### config.mk
export PLATFORM = sky130hd
export DESIGN_NAME = adc_scan_seq
export DESIGN_NICKNAME = d
export VERILOG_FILES = /design/src/rtl/adc_scan_pkg.sv /design/src/rtl/adc_group_decode.sv /design/src/rtl/adc_result_bank.sv /design/src/rtl/adc_seq_fsm.sv /design/src/rtl/adc_scan_seq.sv
export SDC_FILE = /design/constraint.sdc
export NUM_CORES = 1
export LEC_CHECK = 0
export BUFFER_PORTS_ARGS = -buffer_cell sky130_fd_sc_hd__buf_4
export CORE_MARGIN = 2
export CORE_UTILIZATION = 55
export DETAILED_ROUTE_END_ITERATION = 6
export PLACE_DENSITY = 0.75
export SYNTH_ARGS = -nofsm -noshare
export SYNTH_HDL_FRONTEND = slang
export SYNTH_SLANG_ARGS = --single-unit
export TNS_END_PERCENT = 50
### constraint.sdc
create_clock -name clk -period 5.01 [get_ports clk]
set_input_delay 1.503 -clock clk [delete_from_list [all_inputs] [get_ports clk]]
set_output_delay 1.503 -clock clk [all_outputs]
set_load 0.01 [all_outputs]
### src/rtl/adc_scan_pkg.sv
package adc_scan_pkg;
    typedef enum logic [1:0] {
        S_IDLE  = 2'd0,
        S_ISSUE = 2'd1,
        S_WAIT  = 2'd2
    } seq_state_t;
endpackage

### src/rtl/adc_group_decode.sv
module adc_group_decode #(
    parameter int CH_W = 3
) (
    input  logic            scan,
    input  logic            wide,
    input  logic [CH_W-1:0] sel,
    output logic [CH_W-1:0] first,
    output logic [CH_W-1:0] last
);
    // The last channel is always the select value; only the start point moves.
    always_comb begin
        last = sel;
        if (!scan)
            first = sel;
        else if (wide)
            first = '0;
        else
            first = {sel[CH_W-1], {(CH_W-1){1'b0}}};
    end
endmodule

### src/rtl/adc_result_bank.sv
module adc_result_bank #(
    parameter int CH_W = 3,
    parameter int DW   = 10
) (
    input  logic            clk,
    input  logic            rst_n,
    input  logic            wr_en,
    input  logic [CH_W-1:0] wr_ch,
    input  logic [DW-1:0]   wr_data,
    input  logic [CH_W-1:0] rd_ch,
    output logic [DW-1:0]   rd_data
);
    localparam int NCH = 1 << CH_W;

    logic [DW-1:0] regs [NCH];

    for (genvar g = 0; g < NCH; g++) begin : g_slot
        always_ff @(posedge clk or negedge rst_n) begin
            if (!rst_n)
                regs[g] <= '0;
            else if (wr_en && wr_ch == CH_W'(g))
                regs[g] <= wr_data;
        end
    end

    assign rd_data = regs[rd_ch];

    // an accepted result lands in the addressed slot
    a_r6_store: assert property (@(posedge clk) disable iff (!rst_n)
        wr_en |=> regs[$past(wr_ch)] == $past(wr_data));
endmodule

### src/rtl/adc_seq_fsm.sv
module adc_seq_fsm
    import adc_scan_pkg::*;
#(
    parameter int CH_W = 3
) (
    input  logic            clk,
    input  logic            rst_n,
    input  logic            standby,
    input  logic            ctl_wr,
    input  logic            ctl_start,
    input  logic            ctl_scan,
    input  logic [CH_W-1:0] grp_first,
    input  logic [CH_W-1:0] grp_last,
    input  logic            flag_clr,
    input  logic            conv_done,
    output logic            start_bit,
    output logic            eoc_flag,
    output logic            conv_start,
    output logic [CH_W-1:0] conv_ch,
    output logic            store_en
);
    seq_state_t      state, nxt;
    logic            act_scan;
    logic [CH_W-1:0] act_first, act_last, cur_ch;
    logic            stop_req, go_req, accept, at_end;

    assign stop_req = standby | (ctl_wr & ~ctl_start);
    assign go_req   = ctl_wr & ctl_start & ~standby;
    assign accept   = (state == S_WAIT) & conv_done & ~stop_req;
    assign at_end   = (cur_ch == act_last);

    always_comb begin
        nxt = state;
        unique case (state)
            S_IDLE:  if (go_req) nxt = S_ISSUE;
            S_ISSUE: nxt = stop_req ? S_IDLE : S_WAIT;
            S_WAIT: begin
                if (stop_req)
                    nxt = S_IDLE;
                else if (conv_done)
                    nxt = act_scan ? S_ISSUE : S_IDLE;
            end
            default: nxt = S_IDLE;
        endcase
    end

    always_ff @(posedge clk or negedge rst_n) begin
        if (!rst_n)
            state <= S_IDLE;
        else
            state <= nxt;
    end

    always_ff @(posedge clk or negedge rst_n) begin
        if (!rst_n) begin
            start_bit <= 1'b0;
            eoc_flag  <= 1'b0;
            act_scan  <= 1'b0;
            act_first <= '0;
            act_last  <= '0;
            cur_ch    <= '0;
        end else begin
            if (stop_req)
                start_bit <= 1'b0;
            else if (state == S_IDLE && go_req)
                start_bit <= 1'b1;
            else if (accept && !act_scan)
                start_bit <= 1'b0;

            if (accept && (!act_scan || at_end))
                eoc_flag <= 1'b1;
            else if (flag_clr)
                eoc_flag <= 1'b0;

            if (state == S_IDLE && go_req) begin
                act_scan  <= ctl_scan;
                act_first <= grp_first;
                act_last  <= grp_last;
                cur_ch    <= grp_first;
            end else if (accept && act_scan) begin
                cur_ch <= at_end ? act_first : cur_ch + 1'b1;
            end
        end
    end

    always_comb begin
        conv_start = (state == S_ISSUE);
        conv_ch    = cur_ch;
        store_en   = accept;
    end

    // the start strobe lasts one cycle
    a_r2_start_pulse: assert property (@(posedge clk) disable iff (!rst_n)
        conv_start |=> !conv_start);
    // a single conversion drops the run bit when it completes
    a_r3_single_clear: assert property (@(posedge clk) disable iff (!rst_n)
        (state == S_WAIT && conv_done && !stop_req && !act_scan) |=> !start_bit);
    // the running channel stays inside the captured group
    a_r4_ch_in_group: assert property (@(posedge clk) disable iff (!rst_n)
        start_bit |-> (cur_ch >= act_first && cur_ch <= act_last));
    // the flag only rises on an accepted done
    a_r7_eoc_rise: assert property (@(posedge clk) disable iff (!rst_n)
        $rose(eoc_flag) |-> $past(state == S_WAIT && conv_done));
    // a stop write returns the block to idle
    a_r8_stop_idle: assert property (@(posedge clk) disable iff (!rst_n)
        (ctl_wr && !ctl_start) |=> (!start_bit && state == S_IDLE));
    // standby forces idle
    a_r9_standby_idle: assert property (@(posedge clk) disable iff (!rst_n)
        standby |=> (!start_bit && state == S_IDLE));
endmodule

### src/rtl/adc_scan_seq.sv
module adc_scan_seq #(
    parameter int CH_W = 3,
    parameter int DW   = 10
) (
    input  logic            clk,
    input  logic            rst_n,
    input  logic            standby,
    input  logic            ctl_wr,
    input  logic            ctl_start,
    input  logic            ctl_scan,
    input  logic            ctl_wide,
    input  logic [CH_W-1:0] ctl_sel,
    input  logic            flag_clr,
    input  logic            conv_done,
    input  logic [DW-1:0]   conv_data,
    input  logic [CH_W-1:0] rd_ch,
    output logic            start_bit,
    output logic            eoc_flag,
    output logic            conv_start,
    output logic [CH_W-1:0] conv_ch,
    output logic [DW-1:0]   rd_data
);
    logic [CH_W-1:0] grp_first, grp_last;
    logic            store_en;

    adc_group_decode #(.CH_W(CH_W)) u_decode (
        .scan  (ctl_scan),
        .wide  (ctl_wide),
        .sel   (ctl_sel),
        .first (grp_first),
        .last  (grp_last)
    );

    adc_seq_fsm #(.CH_W(CH_W)) u_fsm (
        .clk        (clk),
        .rst_n      (rst_n),
        .standby    (standby),
        .ctl_wr     (ctl_wr),
        .ctl_start  (ctl_start),
        .ctl_scan   (ctl_scan),
        .grp_first  (grp_first),
        .grp_last   (grp_last),
        .flag_clr   (flag_clr),
        .conv_done  (conv_done),
        .start_bit  (start_bit),
        .eoc_flag   (eoc_flag),
        .conv_start (conv_start),
        .conv_ch    (conv_ch),
        .store_en   (store_en)
    );

    adc_result_bank #(.CH_W(CH_W), .DW(DW)) u_bank (
        .clk     (clk),
        .rst_n   (rst_n),
        .wr_en   (store_en),
        .wr_ch   (conv_ch),
        .wr_data (conv_data),
        .rd_ch   (rd_ch),
        .rd_data (rd_data)
    );
endmodule

Word-level counts from Yosys, hierarchy flattened
Cells that the tools add are included.
{ "classes": {"add_sub_neg": 1, "mul": 0, "div": 0, "n_lt_le_gt_ge": 1, "n_eq_ne": 12, "shifts": 0, "muxes": 19, "n_bitwise": 10, "n_reduce_logical": 20} }
{ "op_table": {"columns": ["op", "count"], "rows": [
  ["$bmux 10 s3", 1],
  ["$mux 10", 2],
  ["$mux 3", 5],
  ["$eq 3x3->1 const B", 4],
  ["$logic_and 1x1->1", 12],
  ["$mux 2", 4],
  ["$eq 3x2->1 const B", 2],
  ["$mux 1", 6],
  ["$pmux 2 s3", 1],
  ["$and 1x1->1", 5],
  ["$ge 4x4->1 const B", 1],
  ["$not 3->4", 1],
  ["$reduce_bool 2->1", 2],
  ["$add 3x1->3 const B", 1],
  ["$eq 3x1->1 const B", 1],
  ["$eq 3x3->1", 1],
  ["$logic_not 3->1", 1],
  ["$ne 3x2->1 const B", 1],
  ["$not 1->1", 3],
  ["$reduce_bool 3->1", 1],
  ["$eq 2x1->1 const B", 1],
  ["$eq 2x2->1 const B", 1],
  ["$logic_not 2->1", 1],
  ["$ne 2x1->1 const B", 1],
  ["4 further kinds", 4]
]} }
{ "word_totals": {"regBits": 94, "latchBits": 0, "ramBits": 0, "rom_bits": 0, "inputBits": 25, "word_cells": 78, "memories": 0} }

Logic depth before layout (Yosys ltp)
{ "depth": {"depth_word": 9, "depth_mapped": 6, "depth_no_buf": 4} }

Hierarchy
A second synthesis with hierarchy kept.
{ "hier_totals": {"hier_cells": 290, "area_unflattened_um2": 4505.6} }
{ "by_module_without_submodules": {"columns": ["mod", "instances", "cells_per_inst", "area_per_inst_um2"], "rows": [
  ["adc_result_bank", 1, 210, 3694.8],
  ["adc_seq_fsm", 1, 74, 764.5],
  ["adc_group_decode", 1, 6, 46.3]
]} }

Least setup slack after synthesis
OpenSTA, ideal clock, no wires.
{ "synth_path": {"path_type": "input-to-output", "start": "input rd_ch[1]", "end": "output rd_data[0]", "arrival_ns": 2.674, "required_time_ns": 3.507, "setup_slack_ns": 0.833, "cell_stages": 4, "n_path_buf": 2, "cell_sequence": "buf_1 > buf_2 > mux4_2 > mux2_2"} }
{ "synth_between": {"elab_chain_len": 4} }
{ "synth_rtl": {"columns": ["element", "line_no", "text"], "rows": [
  ["start: declaration", "adc_scan_seq.sv:16", "input logic [CH_W-1:0] rd_ch,"],
  ["$not 3->4 (implied by the code)", "adc_result_bank.sv:26", "assign rd_data = regs[rd_ch];"],
  ["$bmux 10 s3", "adc_result_bank.sv:26", null],
  ["$mux 10 (implied by the code) (2 in a row)", "adc_result_bank.sv:26", null],
  ["end: declaration", "adc_scan_seq.sv:21", "output logic [DW-1:0] rd_data"]
]} }
No other way between the ends. The select of a mux whose other input is x is not followed.

Final worst setup path
{ "layout_path": {"start": "input rd_ch[0]", "end": "output rd_data[3]"} }
Same word-level chain as after synthesis.

==> run summary <==
Area used by multi-input combinational logic: 1940 µm². Summed over all instances, the cell type with the most area after synthesis is sky130_fd_sc_hd__dfrtp_1. The logs give 8370 µm for the wire length reported by the detailed router and 8680 µm² for the total die area. In this run the power spent charging and discharging nets is 0.467 mW. The run gives 0 ps as the total negative setup slack. The tools report the total track usage as 0.211. The net count of the finished layout is 362. The number of different library cells used by synthesis comes to 34.

Counting along the longest clock path gives a buffer depth of 2. The die extent in y is 93.2 µm. In this run, post-CTS hold repair placed 0 buffers.

The root buffer cell is sky130_fd_sc_hd__clkbuf_8. Averaged over all synthesized cells, the footprint is 15.1 µm². Final HPWL from detailed placement: 5400 µm. In this run the core area contains 32 standard-cell rows. The period utilization is 0.870.

The layout has 580 filler cells. In the synthesized netlist the dominant register cell turns out to be sky130_fd_sc_hd__dfrtp_1. For this run, the number of Yosys warnings is 0. By count the netlist is led by sky130_fd_sc_hd__dfrtp_1 (94), sky130_fd_sc_hd__mux2_2 (90), sky130_fd_sc_hd__mux4_2 (20). TritonCTS built the clock tree. Measured in cells, the most critical reg-to-reg path has a length of 4. The clock tree synthesis step divided the H-tree into 3 levels. The synthesized flop and latch total was 94. The tightest hold path in the finished design has a slack of 476 ps.

Setup repair after global routing left no endpoint under its margin. Sorting the synthesized cells by area gives the leading types as sky130_fd_sc_hd__dfrtp_1 (54%), sky130_fd_sc_hd__mux2_2 (23%), sky130_fd_sc_hd__mux4_2 (10%). After clock tree synthesis, the clock-pin slew on the worst setup and hold paths is 90 ps.

Reported leakage power: 2.49 nW. Entering global routing, the biggest net connects 72 pins. The leftover overflow at the end of global routing was 0. The final weighted congestion in routability-driven placement is 0.832, and the synthesis-to-layout area growth is 14.2%. The clock reaches the later pin of the worst-skew pair after 350 ps. The worst setup path is of the in -> out kind. The number of vias per cell after detailed routing was 5.83. STA puts the critical path data arrival time at 2860 ps.

The number of gates resized after cts is 0, and the count of non-filler cells in the finished layout is 437. The run gives 0 as the max-slew violation total from the final report. The power share of the sequential group came out at 0.497. STA classifies the critical path startpoint as an input port. The tools report the proportion of synthesized chip area in sequential cells as 0.538. The initial antenna violation count was 0. The starting density of the core is 0.566, and the critical-path maximum fanout is 20. The clock group share of total power was 0.337.

The horizontal extent of the die was 93.2 µm. Slack of the worst reg-to-reg path: 3010 ps. Slew at the pin closest to its max-slew limit: 890 ps. Timing would allow up to 229 MHz. Data on the critical path is required at its endpoint by 3510 ps. Top cell type's share of synthesized area: 0.538. 0 antenna diodes ended up in the layout. The max-cap violation count came out at 0.

The net switching share of the total power works out to 0.259. The routed layout has 2548 vias. For the synthesized net count, the log shows 320.

Capturing point of the worst reg2reg path: u_bank.regs[46]. The tools report the number of buffers created by CTS as 9. The flow ran to the end, and the final reports show no timing, DRC or antenna violations. For the post-CTS setup repair buffer count, the log shows 0. The run gives 2350 µm² as the sequential cell area. The worst clock skew on the final layout was 9.23 ps; the I/O pin count was 41. The tools report the first-pass GRT wire length as 13700 µm. The share of final-layout standard cells stronger than drive strength 1 was 0.531; the cell-internal power was 1.33 mW.

The most instantiated library cell after synthesis is sky130_fd_sc_hd__dfrtp_1. The area of the core is 7730 µm², and the number of port buffers is 40. The timing startpoint of the critical path is rd_ch[0]. Final setup violation count: 0.

Reg-to-reg critical path startpoint: u_fsm.state[0]. The headroom to the max-slew limit was 0.407; the number of DRC markers in iteration 0 was 118. The residual antenna-violating net count after detailed routing is 0.

After detailed routing, the average wire length per cell comes to 19.2 µm. The total power divided by cell area is 360 nW/µm², and the total count of hold-check failures in the final report is 0. The combinational share of power is 0.166, and the total standard cell area after synthesis is 4370 µm².

The count of flip-flops with a built-in enable after synthesis was 0; the clock net sink count was 94. The worst-case IR drop observed on VDD is 0.214 mV. The logs give 2590 for the number of global-route vias before repair and 422 for the post-placement cell count. The async set-reset flop share out of synthesis was 1.00; the final period demand of the worst path was 4360 ps. The capturing element of the worst setup path was rd_data[3]. STA classifies the critical path endpoint as a primary output.

The logs give 1.80 mW for the overall power of the completed layout and 289 for the synthesized netlist cell count. The post-detailed-route DRC marker count is 0, and the detailed-router iteration count before antenna repair is 4. In this run the worst hold path is classified as reg -> reg.
[flip-flops by register name (all words and copies together) (netlist names)]
signal,count
u_fsm.conv_ch,3
u_fsm.act_last,3
u_bank.regs,80
u_fsm.act_first,3
u_fsm.state,2
u_fsm.eoc_flag,1
u_fsm.start_bit,1
u_fsm.act_scan,1
[worst max-delay path: stages]
cell and delay (ps):
sky130_fd_sc_hd__buf_4 340, sky130_fd_sc_hd__mux4_2 580, sky130_fd_sc_hd__mux2_2 270, sky130_fd_sc_hd__buf_4 140
[power groups by stage]
stage / logic, mW / clock network (mW) / registers, mW
floorplan: 0.204 / 0 / 0.888
global placement: 0.292 / 0 / 0.903
detailed placement: 0.302 / 0 / 0.908
CTS: 0.304 / 0.614 / 0.893
global route: 0.333 / 0.645 / 0.903
finish: 0.299 / 0.607 / 0.894
[worst min path at each step]
stage          cells after the start  slack, ps                 end          startpoint
2_1_floorplan                      2        440  u_fsm.act_first[1]  u_fsm.act_first[1]
3_3_place_gp                       2        460  u_fsm.act_first[2]  u_fsm.act_first[2]
3_5_place_dp                       2        460  u_fsm.act_first[1]  u_fsm.act_first[1]
4_1_cts                            2        480  u_fsm.act_first[1]  u_fsm.act_first[1]
5_1_grt                            1        510     u_bank.regs[59]     u_bank.regs[59]
6_report                           2        480  u_fsm.act_first[1]  u_fsm.act_first[1]
[kinds of logic after synthesis]
logic type               share of synthesized area
multiplexers                                 0.335
adder cells (fa/ha/maj)                     0.0172
buffers and inverters                       0.0183
XOR/XNOR                                   0.00601
AO/OA/AOI/OAI                               0.0169
flip-flops                                   0.538
AND/OR/NAND/NOR                             0.0690
[metrics by stage]
stage	cell area (µm²)	worst slack, ps	util
after floorplan	4370	833	-
after global placement	4750	635	0.615
after detailed placement	4750	631	0.615
after CTS	4990	631	0.646
after global routing	4990	576	0.646
final	4990	651	0.646
[final cells by class]
cell class	count	area share
flip-flops and latches	94	0.471
inverters	6	0.00451
clock buffers	10	0.0276
repair buffers	41	0.0616
multi-input cells	179	0.389
clock inverters	5	0.0213
well taps	102	0.0256
[cells in the final DEF (no fill, tap or decap), drive strengths merged, types with 2 or more instances in the layout]
cell type	n
o21ai	2
mux2	90
a22o	2
nor2	2
dfrtp	94
clkbuf	10
mux4	20
bufinv	3
ha	6
nand2	19
nor3	5
and2	2
a41oi	2
xor2	3
inv	7
buf	41
nand3	11
or3	2
[metal layers]
| layer | part of all wire | wire length (µm) | vias to the layer above | track usage |
|---|---|---|---|---|
| met1 | 0.47 | 3900 | 1339 | 0.304 |
| met5 | 0 | 0 | - | 0 |
| met4 | 0.0049 | 41 | 0 | 0.0502 |
| li1 | - | - | 1151 | - |
| met3 | 0.032 | 267 | 6 | 0.0467 |
| met2 | 0.50 | 4160 | 52 | 0.332 |
No activity file was read; power rests on OpenSTA's default activity.
